==> config.mk <==
export PLATFORM = sky130hd
export DESIGN_NAME = seq_out_formatter
export DESIGN_NICKNAME = d
export VERILOG_FILES = /design/src/rtl/fmt_pkg.sv /design/src/rtl/fmt_cfg_regs.sv /design/src/rtl/fmt_sample_hold.sv /design/src/rtl/fmt_sequencer.sv /design/src/rtl/seq_out_formatter.sv
export SDC_FILE = /design/constraint.sdc
export NUM_CORES = 1
export LEC_CHECK = 0
export BUFFER_PORTS_ARGS = -buffer_cell sky130_fd_sc_hd__buf_2
export CAP_MARGIN = 20
export CORE_ASPECT_RATIO = 0.75
export CORE_UTILIZATION = 45
export CTS_BUF_LIST = sky130_fd_sc_hd__clkbuf_8
export CTS_CLUSTER_SIZE = 20
export DETAILED_ROUTE_END_ITERATION = 12
export GPL_TIMING_DRIVEN = 1
export HOLD_SLACK_MARGIN = 0.02
export PLACE_DENSITY_LB_ADDON = 0.2
export RECOVER_POWER = 50
export SYNTH_ARGS = -nofsm -noshare
export SYNTH_HDL_FRONTEND = slang
export SYNTH_HIERARCHICAL = 1
export SYNTH_SLANG_ARGS = --single-unit
==> constraint.sdc <==
create_clock -name clk -period 6.1 [get_ports clk]
set_clock_uncertainty 0.1 [all_clocks]
set_input_delay 1.22 -clock clk [delete_from_list [all_inputs] [get_ports clk]]
set_output_delay 1.22 -clock clk [all_outputs]
set_load 0.1 [all_outputs]
==> src/rtl/fmt_pkg.sv <==
package fmt_pkg;

    localparam int FMT_DW   = 16;
    localparam int FMT_CH_W = 2;

    typedef enum logic [1:0] {
        KIND_I    = 2'b00,
        KIND_Q    = 2'b01,
        KIND_GAIN = 2'b10,
        KIND_NONE = 2'b11
    } item_kind_e;

    typedef struct packed {
        item_kind_e            kind;
        logic [FMT_CH_W-1:0]   chan;
    } seq_entry_t;

    typedef struct packed {
        logic [FMT_DW-1:0] gain;
        logic [FMT_DW-1:0] q;
        logic [FMT_DW-1:0] i;
    } chan_set_t;

    function automatic logic [FMT_DW-1:0] pick_item(chan_set_t s, item_kind_e k);
        case (k)
            KIND_I:    return s.i;
            KIND_Q:    return s.q;
            KIND_GAIN: return s.gain;
            default:   return '0;
        endcase
    endfunction

endpackage

==> src/rtl/fmt_cfg_regs.sv <==
module fmt_cfg_regs
    import fmt_pkg::*;
#(
    parameter int NUM_CH    = 4,
    parameter int SEQ_DEPTH = 16,
    parameter int IDX_W     = $clog2(SEQ_DEPTH),
    parameter int ADDR_W    = IDX_W + 1,
    parameter int CFG_W     = IDX_W + 2
) (
    input  logic               clk,
    input  logic               rst,
    input  logic               cfg_we,
    input  logic [ADDR_W-1:0]  cfg_addr,
    input  logic [CFG_W-1:0]   cfg_wdata,
    output seq_entry_t         tbl [SEQ_DEPTH],
    output logic [IDX_W-1:0]   eff_last,
    output logic               inv_en,
    output logic               split_en,
    output logic [NUM_CH-1:0]  ref_mask
);
    localparam int HALF = SEQ_DEPTH / 2;
    localparam logic [ADDR_W-1:0] CTRL_ADDR = ADDR_W'(SEQ_DEPTH);

    seq_entry_t       tbl_q [SEQ_DEPTH];
    logic [IDX_W-1:0] last_q;
    logic             inv_q;
    logic             split_q;

    always_ff @(posedge clk) begin
        if (rst) begin
            for (int k = 0; k < SEQ_DEPTH; k++) tbl_q[k] <= '0;
            last_q  <= '0;
            inv_q   <= 1'b0;
            split_q <= 1'b0;
        end else if (cfg_we) begin
            if (!cfg_addr[ADDR_W-1]) begin
                tbl_q[cfg_addr[IDX_W-1:0]] <= seq_entry_t'(cfg_wdata[3:0]);
            end else if (cfg_addr == CTRL_ADDR) begin
                last_q  <= cfg_wdata[IDX_W-1:0];
                inv_q   <= cfg_wdata[IDX_W];
                split_q <= cfg_wdata[IDX_W+1];
            end
        end
    end

    assign tbl      = tbl_q;
    assign inv_en   = inv_q;
    assign split_en = split_q;
    assign eff_last = split_q ? (last_q & IDX_W'(HALF - 1)) : last_q;

    // Channels named by the active part of the table
    always_comb begin
        logic [IDX_W-1:0] pos;
        logic [IDX_W-1:0] key;
        ref_mask = '0;
        for (int k = 0; k < SEQ_DEPTH; k++) begin
            pos = IDX_W'(k);
            key = split_q ? (pos & IDX_W'(HALF - 1)) : pos;
            if (key <= eff_last && tbl_q[k].kind != KIND_NONE)
                ref_mask[tbl_q[k].chan] = 1'b1;
        end
    end

endmodule

==> src/rtl/fmt_sample_hold.sv <==
module fmt_sample_hold
    import fmt_pkg::*;
#(
    parameter int NUM_CH = 4,
    parameter int DW     = FMT_DW
) (
    input  logic                 clk,
    input  logic                 rst,
    input  logic [NUM_CH-1:0]    smp_stb,
    input  logic [NUM_CH*DW-1:0] smp_i,
    input  logic [NUM_CH*DW-1:0] smp_q,
    input  logic [NUM_CH*DW-1:0] smp_gain,
    input  logic                 seq_end,
    output chan_set_t            held [NUM_CH],
    output logic [NUM_CH-1:0]    fresh_nxt
);
    for (genvar c = 0; c < NUM_CH; c++) begin : g_ch
        chan_set_t h_q;
        logic      f_q;
        logic      f_d;

        assign f_d = smp_stb[c] | (f_q & ~seq_end);

        always_ff @(posedge clk) begin
            if (rst) begin
                h_q <= '0;
                f_q <= 1'b0;
            end else begin
                f_q <= f_d;
                if (smp_stb[c]) begin
                    h_q.i    <= smp_i[c*DW +: DW];
                    h_q.q    <= smp_q[c*DW +: DW];
                    h_q.gain <= smp_gain[c*DW +: DW];
                end
            end
        end

        assign held[c]      = h_q;
        assign fresh_nxt[c] = f_d;
    end

endmodule

==> src/rtl/fmt_sequencer.sv <==
module fmt_sequencer #(
    parameter int SEQ_DEPTH = 16,
    parameter int IDX_W     = $clog2(SEQ_DEPTH)
) (
    input  logic             clk,
    input  logic             rst,
    input  logic             adv,
    input  logic [IDX_W-1:0] eff_last,
    output logic [IDX_W-1:0] idx,
    output logic             at_start,
    output logic             seq_end
);
    logic [IDX_W-1:0] idx_q;
    logic             wrap;

    assign wrap     = idx_q >= eff_last;
    assign seq_end  = adv && wrap;
    assign at_start = idx_q == '0;
    assign idx      = idx_q;

    always_ff @(posedge clk) begin
        if (rst)      idx_q <= '0;
        else if (adv) idx_q <= wrap ? '0 : idx_q + 1'b1;
    end

endmodule

==> src/rtl/seq_out_formatter.sv <==
module seq_out_formatter
    import fmt_pkg::*;
#(
    parameter int NUM_CH    = 4,
    parameter int SEQ_DEPTH = 16,
    parameter int DW        = FMT_DW,
    parameter int IDX_W     = $clog2(SEQ_DEPTH),
    parameter int ADDR_W    = IDX_W + 1,
    parameter int CFG_W     = IDX_W + 2
) (
    input  logic                 clk,
    input  logic                 rst,
    input  logic                 cfg_we,
    input  logic [ADDR_W-1:0]    cfg_addr,
    input  logic [CFG_W-1:0]     cfg_wdata,
    input  logic [NUM_CH-1:0]    smp_stb,
    input  logic [NUM_CH*DW-1:0] smp_i,
    input  logic [NUM_CH*DW-1:0] smp_q,
    input  logic [NUM_CH*DW-1:0] smp_gain,
    input  logic                 out_en,
    output logic [DW-1:0]        dout,
    output logic                 dout_valid,
    output logic                 sos,
    output logic                 irq
);
    localparam int HALF   = SEQ_DEPTH / 2;
    localparam int LANE_W = DW / 2;

    seq_entry_t        tbl [SEQ_DEPTH];
    logic [IDX_W-1:0]  eff_last;
    logic              inv_en;
    logic              split_en;
    logic [NUM_CH-1:0] ref_mask;
    chan_set_t         held [NUM_CH];
    logic [NUM_CH-1:0] fresh_nxt;
    logic [IDX_W-1:0]  idx;
    logic              at_start;
    logic              seq_end;

    fmt_cfg_regs #(
        .NUM_CH(NUM_CH), .SEQ_DEPTH(SEQ_DEPTH), .IDX_W(IDX_W),
        .ADDR_W(ADDR_W), .CFG_W(CFG_W)
    ) u_cfg (
        .clk(clk), .rst(rst), .cfg_we(cfg_we), .cfg_addr(cfg_addr),
        .cfg_wdata(cfg_wdata), .tbl(tbl), .eff_last(eff_last),
        .inv_en(inv_en), .split_en(split_en), .ref_mask(ref_mask)
    );

    fmt_sample_hold #(.NUM_CH(NUM_CH), .DW(DW)) u_hold (
        .clk(clk), .rst(rst), .smp_stb(smp_stb), .smp_i(smp_i),
        .smp_q(smp_q), .smp_gain(smp_gain), .seq_end(seq_end),
        .held(held), .fresh_nxt(fresh_nxt)
    );

    fmt_sequencer #(.SEQ_DEPTH(SEQ_DEPTH), .IDX_W(IDX_W)) u_seq (
        .clk(clk), .rst(rst), .adv(out_en), .eff_last(eff_last),
        .idx(idx), .at_start(at_start), .seq_end(seq_end)
    );

    // Item selection for both lanes
    seq_entry_t       ent_a;
    seq_entry_t       ent_b;
    logic [IDX_W-1:0] idx_b;
    logic [DW-1:0]    word_a;
    logic [DW-1:0]    word_b;
    logic [DW-1:0]    word;

    assign idx_b  = idx + IDX_W'(HALF);
    assign ent_a  = tbl[idx];
    assign ent_b  = tbl[idx_b];
    assign word_a = pick_item(held[ent_a.chan], ent_a.kind);
    assign word_b = pick_item(held[ent_b.chan], ent_b.kind);

    // Slice first, then invert
    always_comb begin
        if (split_en) word = {word_a[DW-1 -: LANE_W], word_b[DW-1 -: LANE_W]};
        else          word = word_a;
        if (inv_en)   word = ~word;
    end

    logic [DW-1:0] dout_q;
    logic          valid_q;
    logic          sos_q;
    logic          irq_q;
    logic          all_fresh;

    assign all_fresh = (ref_mask != '0) && ((fresh_nxt & ref_mask) == ref_mask);

    always_ff @(posedge clk) begin
        if (rst) begin
            dout_q  <= '0;
            valid_q <= 1'b0;
            sos_q   <= 1'b0;
            irq_q   <= 1'b0;
        end else begin
            valid_q <= out_en;
            sos_q   <= out_en && at_start;
            if (out_en)         dout_q <= word;
            if (seq_end)        irq_q  <= 1'b0;
            else if (all_fresh) irq_q  <= 1'b1;
        end
    end

    assign dout       = dout_q;
    assign dout_valid = valid_q;
    assign sos        = sos_q;
    assign irq        = irq_q;

endmodule

# Word-level counts from Yosys, hierarchy flattened
# Index checks and enable logic that the tools add are counted.
[word_totals]
elab_cells = 287
reg_bits = 289
inputBits = 211
out_inout_bits = 19
[classes]
order_cmp = 55
eq_ne = 22
reduce_logical = 43
n_addsub = 2
bitwise = 32
n_mux = 77
[ops]
columns = ["cell", "n"]
rows = [
  ["binary-select mux 48 bit (select 2 bit)", 2],
  ["two-way mux 48 bit", 4],
  ["two-way mux 4 bit", 31],
  ["one-hot mux 16 bit (3 select lines)", 2],
  ["bitwise mux 64 bit", 1],
  ["bitwise OR 4 bit", 15],
  ["< comparator 2 x 3 -> 1 bit (second input constant)", 16],
  ["logical AND 1 bit", 36],
  ["binary-select mux 4 bit (select 4 bit)", 2],
  ["demux 1 bit (select 2 bit)", 16],
  ["greater-or-equal comparator 2 x 1 -> 1 bit (second input constant)", 16],
  ["less-or-equal comparator 4 bit", 8],
  ["!= test 2 bit (second input constant)", 16],
  ["demux 4 bit (select 4 bit)", 1],
  ["less-or-equal comparator 3 x 4 -> 1 bit (first input constant)", 4],
  ["two-way mux 1 bit", 16],
  ["two-way mux 16 bit", 1],
  ["NOT 16 bit", 1],
  ["greater-or-equal comparator 5 bit (second input constant)", 3],
  ["NOT 4 -> 5 bit", 3],
  ["less-or-equal comparator 1 x 4 -> 1 bit (first input constant)", 2],
  ["less-or-equal comparator 2 x 4 -> 1 bit (first input constant)", 2],
  ["two-way mux 8 bit", 1],
  ["greater-or-equal comparator 3 bit (second input constant)", 2],
  ["19 further kinds", 30],
]

# Logic depth before layout (Yosys ltp)
# Gate-level depths: netlist of run 1.
[depth]
ltp_word = 38
depth_mapped = 17

# By module
# Netlist of run 1, hierarchy kept.
[by_module_without_submodules]
columns = ["module", "seq_area_each_um2", "cells_each", "area_each_um2", "n_inst"]
rows = [
  ["fmt_sample_hold", 3923.8, 646, 7050.5, 1],
  ["seq_out_formatter", 380.4, 498, 4536.9, 1],
  ["fmt_cfg_regs", 1401.3, 427, 3569.7, 1],
  ["fmt_sequencer", 80.1, 38, 346.6, 1],
]

# Worst setup path before layout of run 1
# OpenSTA, ideal clock, no wires.
[synth_timing]
path_kind = "reg-to-reg"
start = "reg u_seq.idx_q[0], in the netlist u_seq/idx[0]"
end = "reg dout_q[4], in the netlist dout[4]"
t_arrival_ps = 2894
required_ps = 5878
path_stages_with_launch = 11
n_path_buf = 3
slack_ps = 2984
synth_period_minus_slack_ps = 3116
cell_sequence = "dfxtp_1 > buf_6 > buf_12 > mux4_2 > mux4_2 > or2_1 > buf_6 > or3_4 > o22ai_1 > nor3_1 > a311o_1"
[synth_via]
elab_chain_len = 13
word_cells_on_any_way = 28
cone_classes = "add/sub (1); eq/ne (4); mux (16); bitwise (5); reduce/logical (2)"
[synth_rtl]
columns = ["item", "line", "rtl"]
rows = [
  ["start, declared", "fmt_sequencer.sv:13", "logic [IDX_W-1:0] idx_q;"],
  ["start signal, assigned", "fmt_sequencer.sv:23", "else if (adv) idx_q <= wrap ? '0 : idx_q + 1'b1;"],
  ["adder 4 bit", "seq_out_formatter.sv:68", "assign idx_b = idx + IDX_W'(HALF);"],
  ["NOT 4 -> 5 bit (not written as such)", "seq_out_formatter.sv:70", "assign ent_b = tbl[idx_b];"],
  ["binary-select mux 4 bit (select 4 bit)", "seq_out_formatter.sv:70", ""],
  ["two-way mux 4 bit (not written as such) (2 in series)", "seq_out_formatter.sv:70", ""],
  ["NOT 2 -> 3 bit (not written as such)", "seq_out_formatter.sv:72", "assign word_b = pick_item(held[ent_b.chan], ent_b.kind);"],
  ["binary-select mux 48 bit (select 2 bit)", "seq_out_formatter.sv:72", ""],
  ["two-way mux 48 bit (not written as such) (2 in series)", "seq_out_formatter.sv:72", ""],
  ["one-hot mux 16 bit (3 select lines)", "fmt_pkg.sv:25", "case (k)"],
  ["two-way mux 8 bit (*)", "seq_out_formatter.sv:76", "if (split_en) word = {word_a[DW-1 -: LANE_W], word_b[DW-1 -: LANE_W]};"],
  ["NOT 16 bit", "seq_out_formatter.sv:78", "if (inv_en) word = ~word;"],
  ["two-way mux 16 bit (*)", "seq_out_formatter.sv:78", ""],
  ["end signal, assigned", "seq_out_formatter.sv:98", "if (out_en) dout_q <= word;"],
  ["end, declared", "seq_out_formatter.sv:81", "logic [DW-1:0] dout_q;"],
]
# Every way passes the cells marked *; elsewhere a longest branch is shown, timed or not. The select of a mux whose other input is x is not followed.
# A chain may end at the register's enable or synchronous reset.

# Worst setup path after layout of run 1
[layout_timing]
start = "reg u_seq.idx_q[0], in the netlist u_seq/idx[0]"
end = "reg dout_q[2], in the netlist dout[2]"
# The elaborated chain is that of the path after synthesis.

==> out/results.tsv, run 1 <==
metric	value	unit
status	complete, but fails checks	
violations	max-capacitance violations, max-slew violations	
final_cell_mix	344 x mux2i_1, 289 x dfxtp_1, 272 x nor2_1	
dr_wl_met3	6820	microns
cts_buffers	47	
worstSetupStartpointType	register	
cp_max_fo	20	
post-route-period-util	84.1	%
ios	230	
dieArea	35200	sq um
areaGrowthSynthToFinish	12.7	%
port_buffers	229	
synth.top_cell.area_share	37.3	%
nFillCells	3130	
final_util	51.8	%
grt_pass1_vias	12373	
grt_max_degree	111	
drtPass1Iterations	7	
end_kind	register	
wl_per_cell	24.8	microns
syn_inst	1609	
cts.path.max_buffers	3	
rsz0062_at_grt	false	
ant_nets	0	
async_reset_ff_share	0	%
pre_cts_ws	1.54	ns
n_antenna_cell	0	
seq_power_share	48.0	%
finalSetupViolations	0	
ys_ff_latch	289	
syn_area	15500	sq um
slew_violations	111	
power.switching	1.18	mW
antenna_found_initial	0	
avgSynthCellArea	9.64	sq um
postCtsHoldBufs	0	
drive_above_1_share	21.4	%
core	33700	sq um
route.met2.wl	20600	microns
layout.nets	1994	
cts_root_buf	clkbuf_8	
fin_ws	0.967	ns
max_freq	195	MHz
crit_required	6.46	ns
synth_cell_types	83	
cts.sinks	289	
rows	58	
drtIter0Drc	1695	
worst_slew_pin_slew	3.14	ns
path_class	reg -> reg	
top_layer_used	met5	
cts_tree	built	
grt-ovfl-total	0	
clk_pin_slew	0.07	ns
dp_cells	2176	
viasPerCell	5.97	
multi_input_area	8630	sq um
regArea	5790	sq um
clock_power_share	41.1	%
synth_area_leaders	dfxtp_1 37%, mux2i_1 22%, nor2_1 6.6%, mux4_2 5.1%, o211ai_1 2.2%	
arrival	5.49	ns
peakVddDrop	0.000173	V
vias	13486	
cts_max_level	2	
ys_seq_area_share	37.3	%
synth_top_area_cell	dfxtp_1	
start_util	45.9	%
p_sw_share	27.5	%
final_common_cell	mux2i_1	
grt_pass1_wl	81200	microns
comb_power_share	11.0	%
power.internal	3.12	mW
p_leak	7.05	nW
fp.dieW	216	microns
synth_nets	1826	
drc_errors	0	
clock_latency	0.60	ns
routed_wl	55900	microns
hold_class	reg -> reg	
fin_cells	2259	
relSlewSlack	-109	%
hold_viol_final	0	
grt_use_total	31.0	%
drt-met1-wl	27500	microns
cap_violations	4	
fin_total_pwr	4.30	mW
post_cts_buffers	0	
die_y	163	microns
routabilityCongestion	0.972	
post_cts_resized	0	
yosysWarnings	6	
dp_hpwl	41400	microns
tns	0	ns
p_per_area	246	nW/um^2
post-route-min-period	5.13	ns
synth_flop_cell	dfxtp_1	
synth_edf_count	0	
-- cell usage after synthesis (7+ instances only) --
cell,n
mux2_2,19
nand2b_1,19
o21ai_1,8
inv_1,41
buf_4,22
o22ai_1,32
buf_6,19
mux4_2,35
o211ai_1,46
clkbuf_1,48
mux2_1,7
and3_1,7
a21oi_1,49
nor2_1,271
nand2_1,81
a211oi_1,7
or3_1,8
mux2i_1,345
nand4_1,14
nor3b_1,10
buf_2,35
nor3_1,8
nor2b_1,10
o311ai_0,17
dfxtp_1,289
nand3_1,42
-- sequential cells by signal, summed over array words and instances (netlist names) --
| register | flops |
|---|---|
| u_cfg/last_q | 4 |
| u_cfg/split_en | 1 |
| u_hold/held | 192 |
| dout_valid | 1 |
| dout | 16 |
| u_hold/g_ch.f_q | 4 |
| u_cfg/inv_en | 1 |
| u_seq/idx | 4 |
| irq | 1 |
| u_cfg/tbl | 64 |
| sos | 1 |
-- critical path, cell delays in order, from the launching register on --
cell      delay [ns]
dfxtp_1         0.83
clkbuf_1        0.78
nor2b_1         0.10
a22o_1          0.49
o31ai_4         0.75
buf_4           0.44
mux2i_1         0.26
o22ai_1         0.22
a31oi_1         0.64
and3_1          0.26
o221ai_1        0.11
-- final cells by class --
| class | count | area share [%] |
|---|---|---|
| multi-input cells | 1139 | 49.4 |
| repair buffers | 257 | 7.82 |
| inverters | 43 | 0.924 |
| clock buffers | 55 | 4.33 |
| flip-flops and latches | 289 | 33.1 |
| clock inverters | 26 | 1.16 |
| well taps | 450 | 3.22 |
-- power by group through the flow --
stage	Sequential (mW)	Combinational (mW)	Clock (mW)
2_1_floorplan	2.09	0.284	0
3_3_place_gp	2.10	0.452	0
3_5_place_dp	2.10	0.458	0
4_1_cts	2.06	0.461	1.80
5_1_grt	2.07	0.504	1.89
6_report	2.06	0.471	1.77
-- final timing paths --
| path | slack, ns | startpoint | to | cells after the start |
|---|---|---|---|---|
| max reg2reg | 0.97 | u_seq/idx[0] | dout[2] | 10 |
| max | 0.97 | u_seq/idx[0] | dout[2] | 10 |
| min | 0.38 | u_hold/g_ch[2].f_q | u_hold/g_ch[2].f_q | 2 |
| min reg2reg | 0.38 | u_hold/g_ch[2].f_q | u_hold/g_ch[2].f_q | 2 |
-- metal layers --
metal | GRT usage, % | vias to the layer above
met5 | 1.67 | -
met4 | 6.27 | 2
met3 | 10.7 | 66
met2 | 38.4 | 744
met1 | 49.4 | 6535
li1 | - | 6139
-- stage by stage --
stage               hold slack, ns  instance area, sq um
global placement             0.362                 16500
global route                 0.394                 17500
detailed placement           0.364                 16500
floorplan                    0.351                 15500
finish                       0.380                 17500
CTS                          0.374                 17500
-- logic make-up (layout without fill, tap and decap cells) --
| group | count (synthesis) | count (layout) | synth area share (%) |
|---|---|---|---|
| xor+xnor | 1 | 1 | 0.0565 |
| fa+ha+maj | 6 | 6 | 0.484 |
| mux | 412 | 412 | 30.2 |
| buf+inv | 181 | 381 | 6.95 |
| simple gates | 500 | 500 | 14.6 |
| compound gates | 220 | 220 | 10.4 |
| flops | 289 | 289 | 37.3 |
No activity file was read; power rests on OpenSTA's default activity.
==> run 2, diff against run 1 <==
clock period = 5.27 ns   (was 6.1 ns; I/O delays follow)
==> out/results.tsv, run 2 (same netlist as run 1, synthesis figures left out) <==
metric	value	unit	change
status	complete, but fails checks		
violations	max-capacitance violations, max-slew violations		
fin_cells	2260		+0.044%
r2r-end	dout[15]		
crit_path_cell_trace	buf_4 > mux4_2 > a22oi_4 > o31a_1 > buf_4 > mux2_2 > o211ai_1 > mux2i_1 > o21ai_1		
tns	0	ns	unchanged
cp.depth	9		-1
pre_cts_ws	1.26	ns	-0.276 ns
path_class	reg -> reg		
grt_pass1_vias	12128		-2.0%
p_per_area	293	nW/um^2	+19%
clock_power_share	43.1	%	+2.0 points
comb_power_share	10.5	%	-0.5 points
grt-ovfl-total	0		unchanged
viasPerCell	5.97		about the same
cp_slowest_cell	dfxtp_1		
cts_tree	built		
routed_wl	55800	microns	-0.14%
critPathMaxStageDelay	0.73	ns	-0.10 ns
fp.dieW	216	microns	unchanged
r2r_slack	1.20	ns	+0.23 ns
grt_max_degree	153		+38%
post-route-period-util	77.3	%	-6.9 points
max_freq	246	MHz	+26%
seq_power_share	46.4	%	-1.6 points
routabilityCongestion	0.986		+1.4%
grt_pass1_wl	80600	microns	-0.70%
power.internal	3.76	mW	+21%
fin_ws	1.20	ns	+0.230 ns
multi_input_area	8650	sq um	+0.26%
peakVddDrop	0.000194	V	+12%
clock_latency	0.62	ns	+0.02 ns
drtIter0Drc	1649		-2.7%
largest_reg_flops	192		unchanged
p_leak	7.14	nW	+1.2%
cp_max_fo	34		+70%
power.switching	1.38	mW	+17%
layout.nets	1987		-0.35%
post_cts_buffers	0		unchanged
cts_root_buf	clkbuf_8		
worst-path-buf-inv	2		unchanged
hold_viol_final	0		unchanged
worst_slew_pin_slew	3.02	ns	-0.121 ns
die_y	163	microns	unchanged
vias	13495		+0.067%
wl_per_cell	24.7	microns	-0.19%
ios	230		unchanged
final_util	52.1	%	+0.33 points
r2r-start	u_seq/idx[2]		
cp-endpoint	dout[15]		
cp-startpoint	u_seq/idx[2]		
grt_use_total	30.9	%	-0.10 points
nFillCells	3175		+1.4%
arrival	4.34	ns	-1.15 ns
postCtsHoldBufs	0		unchanged
post-route-min-period	4.07	ns	-1.06 ns
core	33700	sq um	unchanged
areaGrowthSynthToFinish	13.4	%	
post_cts_resized	0		unchanged
cts.path.max_buffers	3		unchanged
drc_errors	0		unchanged
drtPass1Iterations	6		-1
ant_nets	0		unchanged
cts_buffers	48		+2.1%
worstSetupStartpointType	register		
p_sw_share	26.9	%	-0.58 points
end_kind	register		
crit_family	multiplexers		
finalHoldWorstSlack	0.380	ns	+0.000550 ns
slew_violations	140		+26%
crit_required	5.53	ns	-0.93 ns
reg2reg_depth	9		-1
rows	58		unchanged
dp_cells	2169		-0.32%
antenna_found_initial	5		+5
final_cell_mix	344 x mux2i_1, 289 x dfxtp_1, 271 x nor2_1		
start_util	45.9	%	unchanged
cap_violations	1		-3
regArea	5790	sq um	unchanged
cp_common_cell	buf_4		
clk_pin_slew	0.08	ns	about the same
cts.sinks	289		unchanged
cts_max_level	2		unchanged
rsz0062_at_grt	false		
port_buffers	229		unchanged
relSlewSlack	-101	%	+8.1 points
hold_class	reg -> reg		
dieArea	35200	sq um	unchanged
final_common_cell	mux2i_1		
dp_hpwl	41600	microns	+0.45%
drive_above_1_share	22.4	%	+1.1 points
finalSetupViolations	0		unchanged
run 2: cell types whose count changed in the layout (fill, tap and decap cells not counted), moves of 2 or more:
cell        previous run  this run
clkbuf_1              15         0
buf_12                 0         2
clkinvlp_4             3         0
clkbuf_2               0         2
buf_16                 2         0
buf_2                221       226
clkbuf_8              56        65
run 2: how the worst min path moves through the flow:
stage	start	endpoint	slack, ns	cells past startpoint
floorplan	u_hold/held[116]	u_hold/held[116]	0.35	2
global placement	dout[15]	dout[15]	0.36	2
detailed placement	dout[15]	dout[15]	0.37	2
CTS	dout[15]	dout[15]	0.38	2
global route	u_hold/g_ch[0].f_q	u_hold/g_ch[0].f_q	0.40	2
finish	dout[15]	dout[15]	0.38	2
run 2: cell type report:
cell class | instances | share of cell area [%]
diodes | 1 | 0.0142
clock buffers | 65 | 5.09
clock inverters | 24 | 1.11
inverters | 43 | 0.918
multi-input cells | 1139 | 49.2
flip-flops and latches | 289 | 32.9
well taps | 450 | 3.20
repair buffers | 249 | 7.53
run 2: worst reg2reg max path: stages, from the launching register on:
cell and delay [ns]:
dfxtp_1 0.73, buf_4 0.37, mux4_2 0.37, a22oi_4 0.50, o31a_1 0.22, buf_4 0.43
mux2_2 0.45, o211ai_1 0.20, mux2i_1 0.32, o21ai_1 0.12
run 2: power by group through the flow:
stage	logic (mW)	clock network (mW)	registers, mW
3_3_place_gp	0.522	0	2.43
2_1_floorplan	0.328	0	2.42
3_5_place_dp	0.528	0	2.43
6_report	0.540	2.22	2.38
5_1_grt	0.574	2.36	2.39
4_1_cts	0.531	2.25	2.38
run 2: metrics by stage:
stage               area [sq um]  total power, mW
floorplan                  15500             2.75
global placement           16500             2.95
detailed placement         16500             2.95
CTS                        17600             5.16
global route               17600             5.32
finish                     17600             5.14
run 2: routing by layer:
metal  up-vias  track usage, %  part of all wire, %
li1       6147               -                    -
met5         -               0                0.093
met3        62            8.46                   11
met1      6553            50.6                   50
met2       725            38.9                   38
met4         8            5.25                  1.1
